<file path="config.mk">
export PLATFORM = sky130hd
export DESIGN_NAME = pwm_timebase
export DESIGN_NICKNAME = d
export VERILOG_FILES = /design/src/rtl/pwm_tb_pkg.sv /design/src/rtl/pwm_tb_prescale.sv /design/src/rtl/pwm_tb_counter.sv /design/src/rtl/pwm_timebase.sv
export SDC_FILE = /design/constraint.sdc
export NUM_CORES = 1
export LEC_CHECK = 0
export BUFFER_PORTS_ARGS = -buffer_cell sky130_fd_sc_hd__buf_4
export CAP_MARGIN = 5
export CORE_MARGIN = 2
export CORE_UTILIZATION = 45
export CTS_CLUSTER_DIAMETER = 200
export DETAILED_ROUTE_END_ITERATION = 10
export GPL_TIMING_DRIVEN = 0
export PLACE_DENSITY_LB_ADDON = 0.3
export SKIP_CTS_REPAIR_TIMING = 1
export SLEW_MARGIN = 20
export SYNTH_ARGS = -nofsm -noshare
export SYNTH_HDL_FRONTEND = slang
export SYNTH_SLANG_ARGS = --single-unit
</file>
<file path="constraint.sdc">
create_clock -name clk -period 5.3 [get_ports clk]
set_input_delay 1.06 -clock clk [delete_from_list [all_inputs] [get_ports clk]]
set_output_delay 1.06 -clock clk [all_outputs]
set_load 0.03 [all_outputs]
</file>
<file path="src/rtl/pwm_tb_pkg.sv">
package pwm_tb_pkg;
    localparam int REG_W   = 16;
    localparam int ADDR_W  = 2;
    localparam int SEL_W   = 3;
    localparam int PW_LSB  = 10;
    localparam int HS_LSB  = 7;
    localparam int IMM_BIT = 3;

    localparam logic [ADDR_W-1:0] ADDR_CTL = 2'd0;
    localparam logic [ADDR_W-1:0] ADDR_PRD = 2'd1;
    localparam logic [ADDR_W-1:0] ADDR_CNT = 2'd2;

    typedef enum logic [1:0] {
        MODE_UP   = 2'd0,
        MODE_DOWN = 2'd1,
        MODE_UPDN = 2'd2,
        MODE_HOLD = 2'd3
    } cnt_mode_e;

    typedef struct packed {
        logic [SEL_W-1:0] pw_sel;
        logic [SEL_W-1:0] hs_sel;
        logic             imm_load;
        cnt_mode_e        mode;
    } ctl_t;

    function automatic ctl_t ctl_unpack(input logic [REG_W-1:0] w);
        ctl_t c;
        c.pw_sel   = w[PW_LSB +: SEL_W];
        c.hs_sel   = w[HS_LSB +: SEL_W];
        c.imm_load = w[IMM_BIT];
        c.mode     = cnt_mode_e'(w[1:0]);
        return c;
    endfunction

    function automatic logic [REG_W-1:0] ctl_pack(input ctl_t c);
        logic [REG_W-1:0] w;
        w = '0;
        w[PW_LSB +: SEL_W] = c.pw_sel;
        w[HS_LSB +: SEL_W] = c.hs_sel;
        w[IMM_BIT]         = c.imm_load;
        w[1:0]             = c.mode;
        return w;
    endfunction
endpackage

</file>
<file path="src/rtl/pwm_tb_prescale.sv">
module pwm_tb_prescale
    import pwm_tb_pkg::*;
#(
    parameter int SEL_WIDTH = SEL_W
) (
    input  logic                 clk,
    input  logic                 rst_n,
    input  logic                 run,
    input  logic [SEL_WIDTH-1:0] pw_sel,
    input  logic [SEL_WIDTH-1:0] hs_sel,
    output logic                 tick
);
    localparam int SEL_MAX = (1 << SEL_WIDTH) - 1;
    localparam int DIV_MAX = (1 << SEL_MAX) * 2 * SEL_MAX;
    localparam int DIV_W   = $clog2(DIV_MAX + 1);

    typedef struct packed {
        logic [DIV_W-1:0] cnt;
    } ps_state_t;

    ps_state_t        ps_d, ps_q;
    logic [DIV_W-1:0] hs_fac;
    logic [DIV_W-1:0] div_lim;

    always_comb begin
        hs_fac  = (hs_sel == '0) ? DIV_W'(1) : DIV_W'({hs_sel, 1'b0});
        div_lim = (hs_fac << pw_sel) - DIV_W'(1);
        ps_d    = ps_q;
        tick    = 1'b0;
        if (!run) begin
            ps_d.cnt = '0;
        end else if (ps_q.cnt >= div_lim) begin
            tick     = 1'b1;
            ps_d.cnt = '0;
        end else begin
            ps_d.cnt = ps_q.cnt + DIV_W'(1);
        end
    end

    always_ff @(posedge clk) begin
        if (!rst_n) ps_q <= '0;
        else        ps_q <= ps_d;
    end
endmodule

</file>
<file path="src/rtl/pwm_tb_counter.sv">
module pwm_tb_counter
    import pwm_tb_pkg::*;
#(
    parameter int               CNT_W   = REG_W,
    parameter logic [CNT_W-1:0] PRD_RST = '1
) (
    input  logic             clk,
    input  logic             rst_n,
    input  logic             tick,
    input  cnt_mode_e        mode,
    input  logic             imm_load,
    input  logic             prd_wr,
    input  logic [CNT_W-1:0] prd_wdata,
    output logic [CNT_W-1:0] cnt,
    output logic [CNT_W-1:0] prd_act,
    output logic [CNT_W-1:0] prd_shd,
    output logic             zero_evt,
    output logic             prd_evt
);
    typedef struct packed {
        logic [CNT_W-1:0] cnt;
        logic             dir_down;
        logic [CNT_W-1:0] prd_act;
        logic [CNT_W-1:0] prd_shd;
        logic             zev;
        logic             pev;
    } ctr_state_t;

    ctr_state_t       st_d, st_q;
    logic [CNT_W-1:0] nxt;
    logic             nxt_down;

    always_comb begin
        nxt      = st_q.cnt;
        nxt_down = 1'b0;
        case (mode)
            MODE_UP: begin
                nxt = (st_q.cnt >= st_q.prd_act) ? '0 : st_q.cnt + CNT_W'(1);
            end
            MODE_DOWN: begin
                nxt = (st_q.cnt == '0) ? st_q.prd_act : st_q.cnt - CNT_W'(1);
            end
            MODE_UPDN: begin
                if (st_q.prd_act == '0) begin
                    nxt = '0;
                end else if (!st_q.dir_down) begin
                    if (st_q.cnt >= st_q.prd_act) begin
                        nxt      = st_q.cnt - CNT_W'(1);
                        nxt_down = 1'b1;
                    end else begin
                        nxt = st_q.cnt + CNT_W'(1);
                    end
                end else if (st_q.cnt == '0) begin
                    nxt = CNT_W'(1);
                end else begin
                    nxt      = st_q.cnt - CNT_W'(1);
                    nxt_down = 1'b1;
                end
            end
            default: begin
                nxt      = st_q.cnt;
                nxt_down = st_q.dir_down;
            end
        endcase

        st_d     = st_q;
        st_d.zev = 1'b0;
        st_d.pev = 1'b0;
        if (prd_wr) st_d.prd_shd = prd_wdata;
        if (mode == MODE_HOLD) begin
            if (prd_wr) st_d.prd_act = prd_wdata;
        end else if (tick) begin
            st_d.cnt      = nxt;
            st_d.dir_down = nxt_down;
            if (imm_load || nxt == '0) st_d.prd_act = st_q.prd_shd;
            st_d.zev = (nxt == '0);
            st_d.pev = (nxt == st_q.prd_act);
        end
    end

    always_ff @(posedge clk) begin
        if (!rst_n) begin
            st_q         <= '0;
            st_q.prd_act <= PRD_RST;
            st_q.prd_shd <= PRD_RST;
        end else begin
            st_q <= st_d;
        end
    end

    assign cnt      = st_q.cnt;
    assign prd_act  = st_q.prd_act;
    assign prd_shd  = st_q.prd_shd;
    assign zero_evt = st_q.zev;
    assign prd_evt  = st_q.pev;
endmodule

</file>
<file path="src/rtl/pwm_timebase.sv">
module pwm_timebase
    import pwm_tb_pkg::*;
#(
    parameter logic [REG_W-1:0] CTL_RST = 16'h0003,
    parameter logic [REG_W-1:0] PRD_RST = 16'hFFFF
) (
    input  logic              clk,
    input  logic              rst_n,
    input  logic              wr_en,
    input  logic [ADDR_W-1:0] addr,
    input  logic [REG_W-1:0]  wr_data,
    output logic [REG_W-1:0]  rd_data,
    output logic [REG_W-1:0]  cnt_o,
    output logic              zero_evt,
    output logic              prd_evt
);
    typedef struct packed {
        ctl_t ctl;
    } top_state_t;

    top_state_t       st_d, st_q;
    logic             tick_w;
    logic             prd_wr_w;
    logic [1:0]       mode_w;
    logic [REG_W-1:0] prd_act_w;
    logic [REG_W-1:0] prd_shd_w;

    always_comb begin
        st_d = st_q;
        if (wr_en && addr == ADDR_CTL) st_d.ctl = ctl_unpack(wr_data);
        prd_wr_w = wr_en && (addr == ADDR_PRD);
        case (addr)
            ADDR_CTL: rd_data = ctl_pack(st_q.ctl);
            ADDR_PRD: rd_data = prd_shd_w;
            ADDR_CNT: rd_data = cnt_o;
            default:  rd_data = '0;
        endcase
    end

    always_ff @(posedge clk) begin
        if (!rst_n) st_q.ctl <= ctl_unpack(CTL_RST);
        else        st_q     <= st_d;
    end

    assign mode_w = st_q.ctl.mode;

    pwm_tb_prescale #(.SEL_WIDTH(SEL_W)) u_pre (
        .clk    (clk),
        .rst_n  (rst_n),
        .run    (st_q.ctl.mode != MODE_HOLD),
        .pw_sel (st_q.ctl.pw_sel),
        .hs_sel (st_q.ctl.hs_sel),
        .tick   (tick_w)
    );

    pwm_tb_counter #(.CNT_W(REG_W), .PRD_RST(PRD_RST)) u_ctr (
        .clk       (clk),
        .rst_n     (rst_n),
        .tick      (tick_w),
        .mode      (st_q.ctl.mode),
        .imm_load  (st_q.ctl.imm_load),
        .prd_wr    (prd_wr_w),
        .prd_wdata (wr_data),
        .cnt       (cnt_o),
        .prd_act   (prd_act_w),
        .prd_shd   (prd_shd_w),
        .zero_evt  (zero_evt),
        .prd_evt   (prd_evt)
    );
endmodule

</file>
==> results of run 1 <==
==> synthesized netlist by cell type (19+ instances only) <==
cell type | instances | area [µm²]
ha_1 | 31 | 388
clkbuf_1 | 63 | 236
dfxtp_1 | 71 | 1420
inv_1 | 27 | 101
nand2_1 | 143 | 537
o21ai_0 | 45 | 225
a21oi_1 | 50 | 250
o22ai_1 | 19 | 119
nand3_1 | 71 | 355
nor2_1 | 49 | 184
nor3_1 | 39 | 195
xnor2_1 | 31 | 272
xor2_1 | 21 | 184
nor4_1 | 24 | 150
==> state kept, by name (all words and copies together), names as in the netlist <==
signal and cells:
u_ctr.cnt 16, u_ctr.prd_act 16, u_ctr.prd_shd 16, u_pre.ps_q 11, st_q 7, mode_w 2, u_ctr.prd_evt 1, u_ctr.st_q 1
u_ctr.zero_evt 1
==> power breakdown <==
| part | total [mW] | leakage [nW] | switching [mW] | internal (mW) |
|---|---|---|---|---|
| logic | 0.779 | 2.46 | 0.517 | 0.261 |
| clock network | 0.582 | 0.140 | 0.253 | 0.330 |
| registers | 0.590 | 0.578 | 0.0304 | 0.560 |
==> metal layers <==
layer | track usage, % | vias to the layer above | wire length (µm)
met5 | 0 | - | 0
met1 | 45.3 | 3398 | 10200
li1 | - | 3432 | -
met4 | 16.5 | 0 | 1180
met2 | 48.0 | 439 | 10200
met3 | 7.61 | 86 | 2840
==> final timing paths <==
check / start / end / slack (ns)
worst max-delay path: u_ctr.cnt[0] / u_ctr.prd_act[8] / 0.23
worst min-delay path: u_pre.ps_q[0] / u_pre.ps_q[0] / 0.49
worst max register to register: u_ctr.cnt[0] / u_ctr.prd_act[8] / 0.23
worst min register to register: u_pre.ps_q[0] / u_pre.ps_q[0] / 0.49
==> metrics by stage <==
step                total power [mW]  util, %  area (µm²)  worst slack (ns)  hold WS [ns]
floorplan                       1.11        -        6410             0.519         0.441
global placement                1.34     50.6        7030            -0.379         0.463
detailed placement              1.34     50.7        7040            -0.334         0.466
CTS                             1.92     52.7        7320            -0.348         0.489
global route                    2.03     53.2        7380           -0.0583         0.512
finish                          1.95     53.2        7380             0.232         0.486
==> worst max-delay path, delay by kind of cell, from the launching register on <==
kind                     cells  cell delay (ns)
adder cells (fa/ha/maj)      1             0.35
buffers and inverters        7             1.47
AND/OR/NAND/NOR              6             1.84
AO/OA/AOI/OAI                3             0.95
flip-flops                   1             0.32
==> logic make-up (layout without fill, tap and decap cells) <==
family | Yosys count | in the layout
xor+xnor | 52 | 52
buf+inv | 120 | 190
mux | 18 | 18
compound gates | 209 | 209
fa+ha+maj | 31 | 31
flops | 71 | 71
simple gates | 415 | 415
==> cell type report <==
class	count	area [µm²]
inverter	27	101
sequential	71	1420
timing repair buffer	55	410
clock buffer	11	243
tap	180	225
buffer	92	438
fill	1411	6500
multi-input combinational	725	4510
clock inverter	5	32.5
==> qor.txt, run 1 <==
Worst path required time - 5.53 ns
Worst path cell trace - clkbuf_2 > inv_1 > ha_1 > inv_1 > or4_1 > buf_2 > nor2_1 > buf_2 > nand3_1 > o311ai_0 > o211ai_1 > a221o_1 > or4_1 > buf_2 > buf_6 > nor4_1 > nor3_1
Slowest stage cell on the critical path - or4_1
Die Y - 123 µm
Netlist Area Pre-Place - 6410 µm²
Sum Neg Setup Slack - 0 ns
R2R depth - 17
Core ar. - 13900 µm²
Nets - 1033
Synth Flop Type - dfxtp_1
Distinct cells, synth - 65
Placed insts - 1150
Largest net degree at the start of global routing - 13
DRC - 0
CTS tree - built
Number of CTS-inserted buffers - 9
Main combinational cell family by area after synthesis - simple AND/OR/NAND/NOR gates
Area Overhead vs Synth - 15.2%
Layout cell share with drive strength beyond 1 - 12.6%
LEAKAGE - 3.17 nW
Adder-cell share of the synthesized area - 6.05%
Worst path most repeated cell - buf_2
Worst IR Drop VDD - 0.195 mV
Via Count - 7355
Period utilization - 95.6%
Crit start category - flip-flop
Mux contribution to synthesized area - 2.89%
Die width - 123 µm
Critical Path AT - 5.30 ns
Power Density - 264 nW/µm²
Vias in the first global route - 6752
Compound-Gate Fraction of Synth Area - 21.8%
I/O Buffers - 53
Max cap viols - 0
Clk_skew - 0.00789 ns
DRT iter0 DRCs - 772
Clk_lat worst skew - 0.35 ns
Hold crit path type - reg2reg
Fmax - 197 MHz
Slew @ Worst Pin - 1.12 ns
Post-synthesis simple-gate area fraction - 31.7%
Commonest non-fill, non-tap cell in the layout - nand2_1
Ports - 55
Sequential share of the synthesized area - 22.2%
Async SR Flop Fraction - 0%
Clk pin slew, worst setup/hold paths - 0.06 ns
Clk root buf - clkbuf_16
Cell count after synthesis - 916
Outcome - finished, final reports clean
Slew Viols, Final - 0
Wire length of the first global-routing pass - 37700 µm
RePlAce Congestion - 1.06
YS warnings - 0
Initial DRT Pass Iterations - 6
Antenna violations before repair - 0
Clk sinks - 71
Final HPWL DP - 18200 µm
Crit-path max cell delay - 0.53 ns
Worst Setup End Kind - flip-flop
Routed WL - 24400 µm
Final Hold Viols - 0
Total track usage - 32.9%
CTS H-tree depth - 3
Number of synthesized flops with an enable pin - 0
Initial Util - 46.2%
Synthesized net count - 968
Post-route ant nets - 0
Synth Area in XOR/XNOR - 7.11%
Yosys reg bits - 71
Final setup viols - 0
ANT cells - 0
WL per Instance - 21.0 µm
Grt total ovfl - 0
WHS Path Cells - 1
Commonest cells after routing, fill and taps aside - nand2_1, nand3_1, buf_4, dfxtp_1, clkbuf_1
CP max FO - 10
Tmin final - 5.07 ns
Placement row count - 43
Finished Layout Cells - 1166
Deepest clock path buffer count - 2
Max transition margin - 24.2%
Die Area - 15200 µm²
Kind of critical path - reg2reg
Vias per Instance - 6.31
Mean post-synth cell area - 6.99 µm²
No activity file was read; power rests on OpenSTA's default activity.
==> run 2: changes to the inputs <==
--- a/config.mk
+++ b/config.mk
@@ -5,6 +5,7 @@
 export SDC_FILE = /design/constraint.sdc
 export NUM_CORES = 1
 export LEC_CHECK = 0
+export ABC_AREA = 1
 export BUFFER_PORTS_ARGS = -buffer_cell sky130_fd_sc_hd__buf_4
 export CAP_MARGIN = 5
 export CORE_MARGIN = 2
@@ -13,6 +14,7 @@
 export DETAILED_ROUTE_END_ITERATION = 10
 export GPL_TIMING_DRIVEN = 0
 export PLACE_DENSITY_LB_ADDON = 0.3
+export RECOVER_POWER = 25
 export SKIP_CTS_REPAIR_TIMING = 1
 export SLEW_MARGIN = 20
 export SYNTH_ARGS = -nofsm -noshare
==> qor.txt, run 2 <==
CTS H-tree depth - 3 (unchanged)
Die Y - 125 µm (+1.6%)
WHS Path Cells - 1 (unchanged)
Netlist Area Pre-Place - 6620 µm² (+3.3%)
Number of CTS-inserted buffers - 9 (unchanged)
Kind of critical path - reg2reg
Sum Neg Setup Slack - 0 ns (unchanged)
Logic pwr share - 33.1% (-6.8 points)
Wire length of the first global-routing pass - 33600 µm (-11%)
Post-synth top area cell - dfxtp_1
Finished Layout Cells - 1330 (+14%)
YS warnings - 0 (unchanged)
Outcome - finished, final reports clean
Post-synth top cells - nand2_1, inv_1, nand3_1, nor2_1, dfxtp_1
Mean post-synth cell area - 6.14 µm² (-12%)
Final HPWL DP - 16900 µm (-7.3%)
Hold crit path type - reg2reg
Synth top area share - 21.5% (-0.71 points)
Grt total ovfl - 0 (unchanged)
Clk_lat worst skew - 0.34 ns (about the same)
CP max FO - 10 (unchanged)
Worst Setup End Kind - flip-flop
WHS Endpoint - u_pre.ps_q[0]
RSZ-0062 raised after global routing - no
Clock power share - 33.0% (+3.2 points)
Deepest clock path buffer count - 2 (unchanged)
Sequential share of the synthesized area - 21.5% (-0.71 points)
Nets - 1193 (+15%)
Die Area - 15700 µm² (+3.2%)
Hold path startpoint - u_pre.ps_q[0]
Post-route core utilization - 52.0% (-1.2 points)
Critical Path AT - 4.45 ns (-0.85 ns)
Sw Pwr - 625 µW (-22%)
Max cap viols - 0 (unchanged)
Clk_skew - 0.00469 ns (-0.00321 ns)
Initial DRT Pass Iterations - 6 (unchanged)
Crit start category - flip-flop
Total track usage - 26.8% (-6.1 points)
R2R depth - 22 (+5)
RePlAce Congestion - 0.964 (-9.2%)
Switching share of power - 36.5% (-4.5 points)
Via Count - 7135 (-3.0%)
Ports - 55 (unchanged)
Fmax - 236 MHz (+20%)
Cell count after synthesis - 1077 (+18%)
Die width - 125 µm (+1.6%)
Commonest non-fill, non-tap cell in the layout - nand2_1
LEAKAGE - 4.00 nW (+26%)
Vias in the first global route - 6491 (-3.9%)
Clk root buf - clkbuf_16
CTS tree - built
DRT iter0 DRCs - 729 (-5.6%)
Commonest cells after routing, fill and taps aside - nand2_1, inv_1, nand3_1
Power Density - 229 nW/µm² (-14%)
Count leader, synth - nand2_1
Worst IR Drop VDD - 0.165 mV (-15%)
Layout cell share with drive strength beyond 1 - 15.1% (+2.5 points)
R2R Setup Slk - 1.07 ns (+0.84 ns)
Placed insts - 1314 (+14%)
Worst path required time - 5.52 ns (about the same)
Internal - 1.09 mW (-5.4%)
Cell area after layout - 7500 µm² (+1.6%)
Async SR Flop Fraction - 0% (unchanged)
Final setup viols - 0 (unchanged)
Antenna violations before repair - 0 (unchanged)
Placement row count - 44 (+2.3%)
Max transition margin - 56.7% (+33 points)
Placed inst area - 7250 µm² (+2.9%)
WL per Instance - 16.0 µm (-24%)
Largest net degree at the start of global routing - 12 (-1)
Routed WL - 21300 µm (-13%)
Initial Util - 45.9% (-0.27 points)
Clk sinks - 71 (unchanged)
I/O Buffers - 53 (unchanged)
DRC - 0 (unchanged)
Reg2reg end - u_ctr.cnt[7]
Slew Viols, Final - 0 (unchanged)
Synth Flop Type - dfxtp_1
Vias per Instance - 5.36 (-15%)
Clk pin slew, worst setup/hold paths - 0.06 ns (about the same)
Area Overhead vs Synth - 13.3%
Yosys reg bits - 71 (unchanged)
ANT cells - 0 (unchanged)
Core ar. - 14400 µm² (+3.9%)
Slew @ Worst Pin - 0.649 ns (-0.474 ns)
RR Startpoint - st_q[6]
Flop pwr share - 33.9% (+3.6 points)
Number of synthesized flops with an enable pin - 0 (unchanged)
Synthesized net count - 1129 (+17%)
Pwr Total - 1.71 mW (-12%)
Fillers - 1548 (+9.7%)
Area contributors post-synth - dfxtp_1, nand2_1, nand3_1
Period utilization - 79.8% (-16 points)
Post-route ant nets - 0 (unchanged)
Distinct cells, synth - 42 (-35%)
Final Hold Viols - 0 (unchanged)
Tmin final - 4.23 ns (-0.839 ns)
## run 2: worst max path at each step
| stage | start | end | slack (ns) | cells after the start |
|---|---|---|---|---|
| 3_5_place_dp | st_q[6] | u_ctr.cnt[5] | 1.13 | 22 |
| 5_1_grt | st_q[6] | u_ctr.cnt[7] | 0.69 | 24 |
| 4_1_cts | st_q[6] | u_ctr.cnt[5] | 1.12 | 22 |
| 3_3_place_gp | st_q[6] | u_ctr.cnt[5] | 1.14 | 22 |
| 6_report | st_q[6] | u_ctr.cnt[7] | 1.07 | 22 |
| 2_1_floorplan | st_q[6] | u_ctr.cnt[3] | 1.88 | 23 |
## run 2: area by class of cell
class,count,area [µm²],share of cell area (%)
multi-input combinational,823,4370,58.3
clock inverter,4,20.0,0.267
timing repair buffer,53,372,4.96
inverter,122,458,6.11
buffer,61,369,4.92
sequential,71,1420,19.0
tap,184,230,3.07
clock buffer,12,256,3.42
## run 2: cells by family after synthesis
group	share of synthesized area, %
buffers and inverters	12.5
adder cells (fa/ha/maj)	5.86
XOR/XNOR	4.90
flip-flops	21.5
AND/OR/NAND/NOR	44.3
AO/OA/AOI/OAI	11.0
## run 2: per-layer routing
| metal | track usage [%] | vias to the layer above | wire length (µm) |
|---|---|---|---|
| li1 | - | 3592 | - |
| met4 | 11.4 | 0 | 637 |
| met3 | 2.61 | 50 | 1540 |
| met5 | 0 | - | 0 |
| met2 | 45.7 | 322 | 10000 |
| met1 | 34.6 | 3171 | 9090 |
## run 2: critical path, stage by stage, from the launching register on
cell	delay, ns
dfxtp_1	0.30
clkbuf_1	0.25
inv_1	0.13
nand2_1	0.07
nand2_1	0.08
o21ai_0	0.22
or2_2	0.20
and3_1	0.19
nand3_1	0.12
nor3b_1	0.31
nand2_1	0.10
xor2_1	0.16
ha_1	0.28
nand2_1	0.06
nor4_1	0.26
nand4_1	0.11
nand2_1	0.07
a21oi_1	0.08
nor2_2	0.23
inv_1	0.17
clkbuf_1	0.25
o21ai_0	0.39
inv_1	0.08
## run 2: stage by stage
step	hold slack (ns)	worst slack (ns)
2_1_floorplan	0.430	1.88
3_3_place_gp	0.448	1.14
3_5_place_dp	0.456	1.13
4_1_cts	0.469	1.12
5_1_grt	0.487	0.693
6_report	0.470	1.07
## run 2: power groups by stage
stage | logic (mW) | clock network, mW | registers, mW
final | 0.567 | 0.566 | 0.581
after global routing | 0.624 | 0.603 | 0.584
after CTS | 0.559 | 0.576 | 0.580
after detailed placement | 0.556 | 0 | 0.592
after global placement | 0.555 | 0 | 0.591
after floorplan | 0.418 | 0 | 0.582
